### src/rtl/ac_sdin_pkg.sv
package ac_sdin_pkg;

    localparam int TAG_W     = 16;
    localparam int SLOT_W    = 20;
    localparam int NUM_SLOTS = 12;
    localparam int FRAME_W   = TAG_W + NUM_SLOTS * SLOT_W;
    localparam int PCM_N     = 8;
    localparam int SMP_W     = 18;
    localparam int IDX_W     = 7;
    localparam int DAT_W     = 16;
    localparam int POS_W     = $clog2(FRAME_W);
    localparam int SMP_PAD   = SLOT_W - SMP_W;
    localparam int DAT_PAD   = SLOT_W - DAT_W;
    localparam int TAG_PAD   = TAG_W - 3 - PCM_N;
    localparam int TAIL_W    = FRAME_W - TAG_W - 2 * SLOT_W - PCM_N * SLOT_W;
    localparam int S1_PAD    = SLOT_W - 1 - IDX_W - PCM_N;

    typedef struct packed {
        logic             vld;
        logic [IDX_W-1:0] idx;
        logic [DAT_W-1:0] data;
    } rd_rec_t;

    typedef struct packed {
        logic                   valid;
        logic [POS_W-1:0]       pos;
    } ser_state_t;

    // Frame bit position at which data slot s (1..NUM_SLOTS) begins.
    function automatic int slot_start(input int s);
        return TAG_W + (s - 1) * SLOT_W;
    endfunction

endpackage

### src/rtl/ac_sdin_sync_edge.sv
module ac_sdin_sync_edge (
    input  logic clk,
    input  logic rst,
    input  logic sync_i,
    output logic start_o
);
    logic sync_d;

    // Marker sampled on falling edges; start holds a full bit period.
    always_ff @(negedge clk) begin
        if (rst) begin
            sync_d  <= 1'b0;
            start_o <= 1'b0;
        end else begin
            sync_d  <= sync_i;
            start_o <= sync_i & ~sync_d;
        end
    end

    // a held marker yields a single start
    a_r10_one_start: assert property (@(negedge clk) disable iff (rst)
        start_o |=> !start_o);

endmodule

### src/rtl/ac_sdin_frame_build.sv
module ac_sdin_frame_build
    import ac_sdin_pkg::*;
(
    input  logic                    ready_i,
    input  rd_rec_t                 rd_i,
    input  logic                    vra_i,
    input  logic [PCM_N-1:0]        want_i,
    input  logic [PCM_N*SMP_W-1:0]  cap_i,
    input  logic [PCM_N-1:0]        cap_vld_i,
    output logic [FRAME_W-1:0]      frame_o
);
    logic [TAG_W-1:0]        tag;
    logic [SLOT_W-1:0]       slot1;
    logic [SLOT_W-1:0]       slot2;
    logic [PCM_N-1:0]        req_field;
    logic [PCM_N-1:0]        vld_field;
    logic [PCM_N*SLOT_W-1:0] pcm_bus;

    // Slot order reverses into MSB-first fields: slot 3 lands highest.
    for (genvar g = 0; g < PCM_N; g++) begin : g_pcm
        logic [SMP_W-1:0] smp;
        assign smp                    = cap_i[g*SMP_W +: SMP_W];
        assign req_field[PCM_N-1-g]   = vra_i & ~want_i[g];
        assign vld_field[PCM_N-1-g]   = cap_vld_i[g];
        assign pcm_bus[(PCM_N-1-g)*SLOT_W +: SLOT_W] =
            cap_vld_i[g] ? {smp, {SMP_PAD{1'b0}}} : '0;
    end

    always_comb begin
        tag   = {ready_i, rd_i.vld, rd_i.vld, vld_field, {TAG_PAD{1'b0}}};
        slot1 = {1'b0, (rd_i.vld ? rd_i.idx : {IDX_W{1'b0}}), req_field,
                 {S1_PAD{1'b0}}};
        slot2 = rd_i.vld ? {rd_i.data, {DAT_PAD{1'b0}}} : '0;
        frame_o = {tag, slot1, slot2, pcm_bus, {TAIL_W{1'b0}}};
    end

endmodule

### src/rtl/ac_sdin_serializer.sv
module ac_sdin_serializer
    import ac_sdin_pkg::*;
(
    input  logic               clk,
    input  logic               rst,
    input  logic               start_i,
    input  logic [FRAME_W-1:0] frame_i,
    output logic               sdata_o,
    output ser_state_t         st_o
);
    logic [FRAME_W-1:0] shreg;

    always_ff @(posedge clk) begin
        if (rst) begin
            shreg    <= '0;
            sdata_o  <= 1'b0;
            st_o     <= '0;
        end else if (start_i) begin
            sdata_o   <= frame_i[FRAME_W-1];
            shreg     <= {frame_i[FRAME_W-2:0], 1'b0};
            st_o.valid <= 1'b1;
            st_o.pos   <= '0;
        end else if (st_o.valid) begin
            if (st_o.pos == POS_W'(FRAME_W - 1)) begin
                sdata_o    <= 1'b0;
                st_o.valid <= 1'b0;
            end else begin
                sdata_o  <= shreg[FRAME_W-1];
                shreg    <= {shreg[FRAME_W-2:0], 1'b0};
                st_o.pos <= st_o.pos + 1'b1;
            end
        end
    end

    // line stays low outside a frame
    a_r9_idle_low: assert property (@(posedge clk) disable iff (rst)
        !st_o.valid |-> !sdata_o);

endmodule

### src/rtl/ac_sdin_tx.sv
module ac_sdin_tx
    import ac_sdin_pkg::*;
(
    input  logic                   bclk,
    input  logic                   rst,
    input  logic                   sync,
    input  logic                   codec_rdy,
    input  logic                   rd_vld,
    input  logic [6:0]             rd_idx,
    input  logic [15:0]            rd_data,
    input  logic                   vra_en,
    input  logic [7:0]             smp_want,
    input  logic [143:0]           cap_data,
    input  logic [7:0]             cap_vld,
    output logic                   sdata_in
);
    logic               start;
    rd_rec_t            rd_rec;
    logic [FRAME_W-1:0] frame;
    ser_state_t         ser_st;

    assign rd_rec = '{vld: rd_vld, idx: rd_idx, data: rd_data};

    ac_sdin_sync_edge u_edge (
        .clk     (bclk),
        .rst     (rst),
        .sync_i  (sync),
        .start_o (start)
    );

    ac_sdin_frame_build u_build (
        .ready_i   (codec_rdy),
        .rd_i      (rd_rec),
        .vra_i     (vra_en),
        .want_i    (smp_want),
        .cap_i     (cap_data),
        .cap_vld_i (cap_vld),
        .frame_o   (frame)
    );

    ac_sdin_serializer u_ser (
        .clk     (bclk),
        .rst     (rst),
        .start_i (start),
        .frame_i (frame),
        .sdata_o (sdata_in),
        .st_o    (ser_st)
    );

    // first bit after the start edge is the ready flag
    a_r8_first_bit: assert property (@(posedge bclk) disable iff (rst)
        start |=> (sdata_in == $past(codec_rdy)));

    // low five tag bits are zero on the wire
    a_r1_tag_pad: assert property (@(posedge bclk) disable iff (rst)
        (ser_st.valid && ser_st.pos >= POS_W'(TAG_W - 5) &&
         ser_st.pos <= POS_W'(TAG_W - 1)) |-> !sdata_in);

    // slots 11 and 12 are zero on the wire
    a_r7_tail_zero: assert property (@(posedge bclk) disable iff (rst)
        (ser_st.valid && ser_st.pos >= POS_W'(slot_start(NUM_SLOTS - 1)))
        |-> !sdata_in);

    // slot 1 top bit is zero on the wire
    a_r7_s1_top: assert property (@(posedge bclk) disable iff (rst)
        (ser_st.valid && ser_st.pos == POS_W'(slot_start(1))) |-> !sdata_in);

endmodule

### config.mk
export PLATFORM = sky130hd
export DESIGN_NAME = ac_sdin_tx
export DESIGN_NICKNAME = d
export VERILOG_FILES = /design/src/rtl/ac_sdin_pkg.sv /design/src/rtl/ac_sdin_sync_edge.sv /design/src/rtl/ac_sdin_frame_build.sv /design/src/rtl/ac_sdin_serializer.sv /design/src/rtl/ac_sdin_tx.sv
export SDC_FILE = /design/constraint.sdc
export NUM_CORES = 1
export LEC_CHECK = 0
export BUFFER_PORTS_ARGS = -buffer_cell sky130_fd_sc_hd__buf_2
export CORE_UTILIZATION = 25
export CTS_BUF_LIST = sky130_fd_sc_hd__clkbuf_4
export CTS_CLUSTER_SIZE = 24
export DETAILED_ROUTE_END_ITERATION = 6
export PLACE_DENSITY = 0.41
export SLEW_MARGIN = 20
export SYNTH_ARGS = -nofsm -noshare
export SYNTH_HDL_FRONTEND = slang
export SYNTH_HIERARCHICAL = 1
export SYNTH_SLANG_ARGS = --single-unit
### constraint.sdc
create_clock -name bclk -period 2.1 [get_ports bclk]
set_clock_uncertainty 0.05 [all_clocks]
set_input_delay 0.105 -clock bclk [delete_from_list [all_inputs] [get_ports bclk]]
set_output_delay 0.105 -clock bclk [all_outputs]
set_load 0.01 [all_outputs]
==> run_results.csv, run 1 <==
group,metric,value,unit
clocking,clock_path_buffers,3,
worst_setup_path,path_cells,"buf_8 -> buf_12 -> clkbuf_16 -> a21oi_1 -> a221oi_2",
drt,drc,0,
power_and_ir_drop,p_sw,3.697,mW
logic_synthesis,synth_fa_ha_area_share,0.09120,%
logic_synthesis,synth_flop_cell,"dfxtp_1",
power_and_ir_drop,ir_drop,0.2893,mV
place,dp_cells,2511,
place,gp_congestion,0.7115,
worst_setup_path,required,2.69,ns
flow_run,maxCapViolCount,0,
finish,final_cells,3009,
global_routing,grt-ovfl-total,0,
global_routing,grt_pass1_vias,13440,
timing,finalHoldViolations,0,
worst_setup_path,reg2reg_depth,5,
place,numPortBuffers,189,
worst_setup_path,cp_data_arrival_time,2.93,ns
power_and_ir_drop,pwr-share-seq,42.8,%
timing,rsz0062_at_grt,"yes",
place,hpwl,21330,microns
timing,setup_viol,263,
die,die-height,236.3,microns
drt,dr.pass1.iters,5,
logic_synthesis,synth_xor_xnor_area_share,0.1277,%
timing,slew_viol_final,0,
global_routing,grt_antenna_before_repair,3,
drt,num_vias,13770,
logic_synthesis,synth_area_per_cell,7.876,sq um
worst_setup_path,critPathMaxStageDelay,0.38,ns
hold_path,holdCritStartpoint,"codec_rdy",
clocking,cts_inserted_buffers,79,
run_status,violations,"setup timing",
timing,relSlewSlack,31.92,%
finish,fin_util,39.46,%
hold_path,hold_path_end,"u_ser/sdata_o",
logic_synthesis,syn_area,13720,sq um
logic_synthesis,synthTopCellsByArea,"dfxtp_1 39%, a221oi_1 16%, a21oi_1 9.4%",
finish,post-route-cell-area,21320,sq um
die,start_util,25.39,%
global_routing,grt_first_pass_wirelength,64590,microns
hold_path,hold_path_class,"input pin to flip-flop",
finish,fin_nets,2452,
run_status,status,"complete, but fails checks",
clocking,h-tree-depth,3,
die,fp.dieArea,55820,sq um
power_and_ir_drop,combPwrFrac,19.9,%
worst_setup_path,cp_top_family,"buffers and inverters",
clocking,cts_tree,"yes",
die,coreArea,54030,sq um
clocking,clkLatencyLatePin,0.77,ns
logic_synthesis,synth_compound_area_share,26.48,%
drt,wirelength,42730,microns
die,die_w,236.3,microns
finish,synthToLayoutAreaGrowth,55.40,%
logic_synthesis,synth_cells,1742,
worst_setup_path,slowest_stage,"dfxtp_4",
timing,tightestPinTransition,1.021,ns
power_and_ir_drop,p_per_area,617.2,nW/um^2
worst_setup_path,path_class,"flip-flop to flip-flop",
logic_synthesis,yosys.area_share.simple,16.92,%
logic_synthesis,synth.distinct_cells,39,
power_and_ir_drop,p_int,9.462,mW
drt,antenna_left,0,
global_routing,grt_usage,13.80,%
drt,drt-initial-drc-count,520,
worst_setup_path,cp-end-kind,"flip-flop",
worst_setup_path,cp_num_buf_inv,3,
finish,drive_above_1_share,28.26,%
logic_synthesis,synth_most_common_cell,"dfxtp_1",
worst_setup_path,r2r_start,"u_edge/start_o",
place,dpl_cell_area,15170,sq um
power_and_ir_drop,p_leak,8.350,nW
clocking,path_clk_slew,0.06,ns
worst_setup_path,rrSetupSlack,-0.23,ns
logic_synthesis,synthMuxAreaShare,0,%
worst_setup_path,r2r-end,"u_ser/shreg[201]",
logic_synthesis,ys_ff_latch,267,
logic_synthesis,synth_top_family_by_area,"compound AO/OA/AOI/OAI gates",
power_and_ir_drop,p_clk_share,37.3,%
worst_setup_path,crit_fanout,8,
logic_synthesis,synthTopCellsByCount,"267 x dfxtp_1, 258 x nand2_1, 257 x a21oi_1, 257 x inv_1, 250 x a221oi_1",
timing,worst_slack,-0.2335,ns
logic_synthesis,async_reset_ff_share,0,%
power_and_ir_drop,p_total,13.16,mW
logic_synthesis,synth.yosys.seq_area_share,38.96,%
power_and_ir_drop,p_sw_share,28.09,%
logic_synthesis,yosysTopAreaCell,"dfxtp_1",
global_routing,grt_max_degree,138,
clocking,clock_sinks,267,
logic_synthesis,synth_edf_count,0,
logic_synthesis,ys_warn_count,6,
drt,viasPerCell,4.576,
drt,post_drt_wl_per_cell,14.20,microns
clocking,clock-root-buffer,"clkbuf_4",
die,ioPinCount,190,
die,rows,85,
worst_setup_path,cp-start-kind,"flip-flop",
place,post-place-ws,-0.2910,ns
hold_path,hold_depth,4,
logic_synthesis,synth.top_cell.area_share,38.96,%
==> state kept, by name (all words and copies together) (netlist names) <==
signal and count:
u_edge/sync_d 1, u_ser/sdata_o 1, u_ser/st_o 9, u_ser/shreg 255, u_edge/start_o 1
==> logic make-up (layout without fill, tap and decap cells) <==
logic type	after synthesis	in the layout
AO/OA/AOI/OAI	522	522
XOR/XNOR	2	2
adder cells (fa/ha/maj)	1	1
buffers and inverters	492	992
flip-flops	267	267
other	1	72
AND/OR/NAND/NOR	457	457
==> layout by cell type, fill, tap and decap left out, types with 36 or more instances in the layout <==
cell type,instances
a221oi_2,83
a21oi_1,193
a221oi_1,171
a21oi_2,51
nand2_1,258
dfxtp_1,266
and2_2,89
clkbuf_4,117
and2_1,78
inv_1,258
buf_2,188
clkbuf_16,36
dlygate4sd3_1,319
conb_1,70
==> per-layer routing <==
layer,part of all wire (%),global-route usage (%),wire length [microns]
met5,0,0,0
met3,4.0,3.394,1724
met4,2.1,5.293,886
met1,45,16.71,19210
met2,49,23.44,20910
==> final cells by class <==
| cell class | count | area (sq um) |
|---|---|---|
| clock inverter | 15 | 83.83 |
| fill | 5462 | 32710 |
| inverter | 256 | 960.9 |
| timing repair buffer | 604 | 6061 |
| multi-input combinational | 1052 | 7112 |
| tap | 696 | 870.8 |
| sequential | 267 | 5349 |
| clock buffer | 117 | 878.3 |
| antenna | 2 | 5.005 |
==> worst register-to-register path, delay by kind of cell (launching register included) <==
kind | cells | cell delay [ns]
buffers and inverters | 3 | 0.51
flip-flops | 1 | 0.38
AO/OA/AOI/OAI | 2 | 0.29
==> metrics by stage <==
stage          hold WS [ns]  setup TNS, ns
6_report             0.1511         -43.23
5_1_grt             0.09739         -60.67
4_1_cts            0.008777         -36.80
3_5_place_dp         0.3376         -58.72
3_3_place_gp         0.3364         -57.79
2_1_floorplan        0.2382         -14.95
==> power by group through the flow <==
stage	registers, mW	clock network (mW)	logic [mW]
6_report	5.63	4.90	2.62
2_1_floorplan	5.67	0.00895	1.35
3_3_place_gp	5.71	0.00890	1.68
4_1_cts	5.61	5.21	2.18
5_1_grt	5.67	5.48	2.88
3_5_place_dp	5.71	0.00890	1.71
==> worst max-delay path by stage <==
stage,start,endpoint,slack (ns),depth (start not counted)
after global routing,u_edge/start_o,u_ser/shreg[117],-0.32,5
after CTS,u_edge/start_o,u_ser/shreg[160],-0.22,4
final,u_edge/start_o,u_ser/shreg[201],-0.23,5
after floorplan,u_edge/start_o,u_ser/st_o[4],-0.07,4
after global placement,u_edge/start_o,u_ser/shreg[80],-0.28,4
after detailed placement,u_edge/start_o,u_ser/shreg[78],-0.29,4
==> timing repair <==
item                                    in CTS  in global routing
hold endpoints to repair                   253                  0
resized for setup                            7                188
pin swaps                                   32                159
endpoints found under the setup margin     260                265
cloned                                       1                 37
setup buffers                                3                  5
hold buffers                               319                  0
No activity file was read; power rests on OpenSTA's default activity.
==> inputs of run 2 (changes only) <==
Settings changed: PLACE_DENSITY 0.41 to 0.46.
==> run_results.csv, run 2 (same netlist as run 1, synthesis figures left out) <==
group,metric,value,unit
run_status,status,"complete, but fails checks",
run_status,violations,"setup timing",
timing,rsz0062_at_grt,"yes",
global_routing,grt_antenna_before_repair,1,
clocking,clock-root-buffer,"clkbuf_4",
die,die-height,236.3,microns
power_and_ir_drop,p_sw_share,28.70,%
finish,largest_reg_flops,255,
worst_setup_path,path_class,"flip-flop to flip-flop",
worst_setup_path,required,2.72,ns
timing,slew_viol_final,0,
worst_setup_path,cp-start-kind,"flip-flop",
finish,fill_cells,5353,
timing,whs,0.2450,ns
die,rows,85,
die,start_util,25.39,%
drt,viasPerCell,4.637,
hold_path,hold_path_class,"input pin to flip-flop",
timing,tightestPinTransition,1.133,ns
drt,post_drt_wl_per_cell,14.41,microns
timing,relSlewSlack,24.48,%
power_and_ir_drop,p_clk_share,39.3,%
finish,top_regs,"u_ser/shreg (255), u_ser/st_o (9)",
die,ioPinCount,190,
global_routing,grt_max_degree,141,
finish,final_cell_mix,"271 x dlygate4sd3_1, 266 x dfxtp_1, 258 x inv_1, 258 x nand2_1, 188 x buf_2",
clocking,cts_tree,"yes",
power_and_ir_drop,p_sw,3.965,mW
timing,worst_slack,-0.2390,ns
finish,fin_nets,2413,
finish,synthToLayoutAreaGrowth,57.87,%
place,numPortBuffers,189,
drt,antenna_left,0,
drt,wirelength,42890,microns
finish,fin_util,40.09,%
die,coreArea,54030,sq um
global_routing,grt_first_pass_wirelength,64750,microns
clocking,clkLatencyLatePin,0.75,ns
die,die_w,236.3,microns
worst_setup_path,cp_data_arrival_time,2.95,ns
finish,drive_above_1_share,32.79,%
power_and_ir_drop,pwr-share-seq,41.0,%
worst_setup_path,cp-end-kind,"flip-flop",
place,gp_congestion,0.7236,
power_and_ir_drop,combPwrFrac,19.7,%
global_routing,grt_pass1_vias,13670,
power_and_ir_drop,p_int,9.851,mW
worst_setup_path,crit_fanout,8,
timing,finalHoldViolations,0,
clocking,h-tree-depth,3,
drt,dr.pass1.iters,4,
finish,top_register,"u_ser/shreg",
clocking,clock_sinks,267,
flow_run,maxCapViolCount,0,
timing,setup_viol,263,
power_and_ir_drop,p_leak,8.269,nW
timing,setup_tns,-41.98,ns
drt,drt-initial-drc-count,549,
die,fp.dieArea,55820,sq um
clocking,path_clk_slew,0.06,ns
drt,drc,0,
global_routing,grt-ovfl-total,0,
drt,num_vias,13800,
power_and_ir_drop,ir_drop,0.2744,mV
finish,final_common_cell,"dlygate4sd3_1",
clocking,clock_path_buffers,3,
power_and_ir_drop,p_per_area,637.9,nW/um^2
clocking,cts_inserted_buffers,85,
global_routing,grt_usage,13.89,%
place,hpwl,21700,microns
-- run 2: per-layer routing --
metal	GRT usage, %	up-vias	part of all wire, %
met1	16.42	6660	44
met3	3.347	92	3.0
met2	23.61	230	50
met4	6.454	0	2.9
met5	0	-	0
li1	-	6818	-
-- run 2: final timing paths --
check                                     from          endpoint  slack, ns  cells after the start
worst max-delay path            u_edge/start_o     u_ser/st_o[3]      -0.24                      4
worst min register to register   u_edge/sync_d    u_edge/start_o       0.38                      1
worst min-delay path                cap_vld[6]  u_ser/shreg[247]       0.24                      4
worst max register to register  u_edge/start_o     u_ser/st_o[3]      -0.24                      4
-- run 2: what timing repair did --
| item | CTS | global route |
|---|---|---|
| setup buffers | 5 | 7 |
| endpoints found under the setup margin | 260 | 264 |
| resized for setup | 27 | 299 |
| pin swaps | 30 | 186 |
| hold endpoints to repair | 227 | 0 |
| hold buffers | 271 | 0 |
| gates cloned | 4 | 33 |
-- run 2: cell type report --
type                            instances  area, sq um  share of cell area [%]
Antenna cell                            2        5.005                 0.02311
Timing Repair Buffer                  559         5615                   25.93
Inverter                              256        960.9                   4.437
Sequential cell                       267         5349                   24.70
Tap cell                              696        870.8                   4.021
Multi-Input combinational cell       1052         7775                   35.90
Clock buffer                          122        915.9                   4.229
Clock inverter                         22        166.4                  0.7683
-- run 2: critical path, cell delays in order (launching register included) --
cell and delay, ns:
dfxtp_4 0.35, buf_12 0.16, buf_8 0.14, or3_4 0.38, o31ai_4 0.17
-- run 2: power groups by stage --
stage | sequential (mW) | combinational [mW] | clock, mW
after CTS | 5.61 | 2.18 | 5.70
final | 5.66 | 2.73 | 5.43
after global placement | 5.71 | 1.69 | 0.00890
after floorplan | 5.67 | 1.35 | 0.00895
after global routing | 5.70 | 2.98 | 5.99
after detailed placement | 5.72 | 1.72 | 0.00890
-- run 2: stage by stage --
stage                     instance area, sq um  setup slack (ns)  total power [mW]  cells
final                                    21660           -0.2390             13.82   2976
after global routing                     21660           -0.2981             14.66   2976
after CTS                                19320           -0.2050             13.49   2937
after detailed placement                 15230           -0.3258             7.447   2514
after global placement                   15230           -0.2836             7.412   2514
after floorplan                          14360          -0.06910             7.029   1811
==> inputs of run 3 (changes only) <==
Settings changed: RECOVER_POWER set to 100.
==> run_results.csv, run 3 (same netlist as run 1, synthesis figures left out) <==
group,metric,value,unit
global_routing,grt_max_degree,141,
global_routing,grt_antenna_before_repair,1,
timing,relSlewSlack,24.07,%
place,numPortBuffers,189,
finish,final_common_cell,"dlygate4sd3_1",
drt,drc,0,
clocking,h-tree-depth,3,
power_and_ir_drop,ir_drop,0.2744,mV
finish,fill_cells,5354,
drt,viasPerCell,4.637,
global_routing,grt_pass1_vias,13670,
die,fp.dieArea,55820,sq um
timing,setup_viol,263,
worst_setup_path,rrSetupSlack,-0.24,ns
worst_setup_path,cp_top_family,"simple AND/OR/NAND/NOR gates",
power_and_ir_drop,p_leak,8.263,nW
clocking,clock_sinks,267,
worst_setup_path,slowest_stage,"or3_4",
drt,drt-initial-drc-count,553,
finish,fin_util,40.08,%
hold_path,hold_path_class,"input pin to flip-flop",
die,coreArea,54030,sq um
drt,num_vias,13800,
run_status,violations,"setup timing",
worst_setup_path,path_cells,"buf_12 -> buf_8 -> or3_4 -> o31ai_4",
hold_path,hold_path_end,"u_ser/shreg[247]",
power_and_ir_drop,p_per_area,638.0,nW/um^2
drt,dr.pass1.iters,4,
worst_setup_path,crit_fanout,8,
finish,top_regs,"u_ser/shreg (255), u_ser/st_o (9)",
worst_setup_path,path_class,"flip-flop to flip-flop",
clocking,cts_inserted_buffers,85,
worst_setup_path,required,2.72,ns
flow_run,maxCapViolCount,0,
die,rows,85,
run_status,status,"complete, but fails checks",
worst_setup_path,cp-start-kind,"flip-flop",
finish,largest_reg_flops,255,
worst_setup_path,critPathMaxStageDelay,0.38,ns
drt,wirelength,42900,microns
finish,drive_above_1_share,32.70,%
finish,synthToLayoutAreaGrowth,57.82,%
timing,rsz0062_at_grt,"yes",
die,die_w,236.3,microns
die,ioPinCount,190,
power_and_ir_drop,p_total,13.81,mW
global_routing,grt_usage,13.89,%
timing,finalHoldViolations,0,
timing,slew_viol_final,0,
clocking,cts_tree,"yes",
place,gp_congestion,0.7236,
worst_setup_path,r2r_start,"u_edge/start_o",
finish,top_register,"u_ser/shreg",
die,die-height,236.3,microns
hold_path,hold_depth,4,
timing,tightestPinTransition,1.139,ns
finish,fin_nets,2413,
clocking,clkLatencyLatePin,0.75,ns
timing,setup_tns,-42.06,ns
drt,post_drt_wl_per_cell,14.41,microns
clocking,clock_path_buffers,3,
worst_setup_path,cp_num_buf_inv,2,
clocking,clock-root-buffer,"clkbuf_4",
timing,worst_slack,-0.2393,ns
hold_path,holdCritStartpoint,"cap_vld[6]",
global_routing,grt-ovfl-total,0,
place,hpwl,21700,microns
finish,final_cell_mix,"271 x dlygate4sd3_1, 266 x dfxtp_1, 258 x inv_1, 258 x nand2_1, 187 x buf_2",
worst_setup_path,cp-end-kind,"flip-flop",
worst_setup_path,cp_data_arrival_time,2.96,ns
drt,antenna_left,0,
worst_setup_path,reg2reg_depth,4,
die,start_util,25.39,%
global_routing,grt_first_pass_wirelength,64750,microns
worst_setup_path,r2r-end,"u_ser/st_o[3]",
clocking,path_clk_slew,0.06,ns
[run 3: cell types whose count changed in the layout (fill, tap and decap cells not counted)]
| cell | before | now |
|---|---|---|
| clkbuf_1 | 0 | 1 |
| buf_2 | 188 | 187 |
| nor3b_1 | 0 | 1 |
| nor3b_2 | 1 | 0 |
[run 3: cell type report]
cell class | instances | area [sq um] | area share, %
clock inverter | 22 | 166.4 | 0.7686
timing repair buffer | 559 | 5614 | 25.93
multi-input combinational | 1052 | 7770 | 35.89
clock buffer | 122 | 915.9 | 4.230
antenna | 2 | 5.005 | 0.02311
tap | 696 | 870.8 | 4.022
inverter | 256 | 960.9 | 4.438
sequential | 267 | 5349 | 24.70
[run 3: through the flow]
step           instances  hold slack (ns)  instance area [sq um]  setup WS (ns)
6_report            2976           0.2458                  21650        -0.2393
3_3_place_gp        2514           0.3336                  15230        -0.2836
4_1_cts             2937           0.1054                  19320        -0.2050
5_1_grt             2976           0.1758                  21650        -0.2981
2_1_floorplan       1811           0.2382                  14360       -0.06910
3_5_place_dp        2514           0.3413                  15230        -0.3258
[run 3: report_power, final]
part	leakage [nW]	switching [mW]	internal, mW
Sequential	2.19	0.230	5.43
Clock	0.649	2.42	3.01
Combinational	5.42	1.32	1.41
Total	8.26	3.96	9.85
[run 3: how the worst max path moves through the flow]
stage,from,cells after the start,to,slack (ns)
3_3_place_gp,u_edge/start_o,4,u_ser/shreg[58],-0.28
4_1_cts,u_edge/start_o,4,u_ser/shreg[81],-0.21
3_5_place_dp,u_edge/start_o,4,u_ser/shreg[48],-0.33
5_1_grt,u_edge/start_o,5,u_ser/shreg[133],-0.30
2_1_floorplan,u_edge/start_o,4,u_ser/st_o[4],-0.07
6_report,u_edge/start_o,4,u_ser/st_o[3],-0.24
[run 3: what timing repair did]
| action | 4_1_cts | 5_1_grt |
|---|---|---|
| pin swaps | 30 | 186 |
| setup endpoints to repair | 260 | 264 |
| gates cloned | 4 | 33 |
| resized for setup | 27 | 299 |
| endpoints found under the hold margin | 227 | 0 |
| hold buffers | 271 | 0 |
| setup buffers | 5 | 7 |
[run 3: worst reg2reg max path: cells and delay by family, from the launching register on]
kind	cells	cell delay (ns)
AOI/OAI and AO/OA	1	0.17
buffers and inverters	2	0.30
DFF	1	0.35
and+or+nand+nor	1	0.38
[run 3: per-layer routing]
metal	GRT usage, %	part of all wire [%]	wire length, microns	vias to the layer above
li1	-	-	-	6818
met1	16.42	44	19000	6661
met5	0	0	0	-
met3	3.347	3.0	1267	92
met2	23.61	50	21410	230
met4	6.454	2.9	1223	0
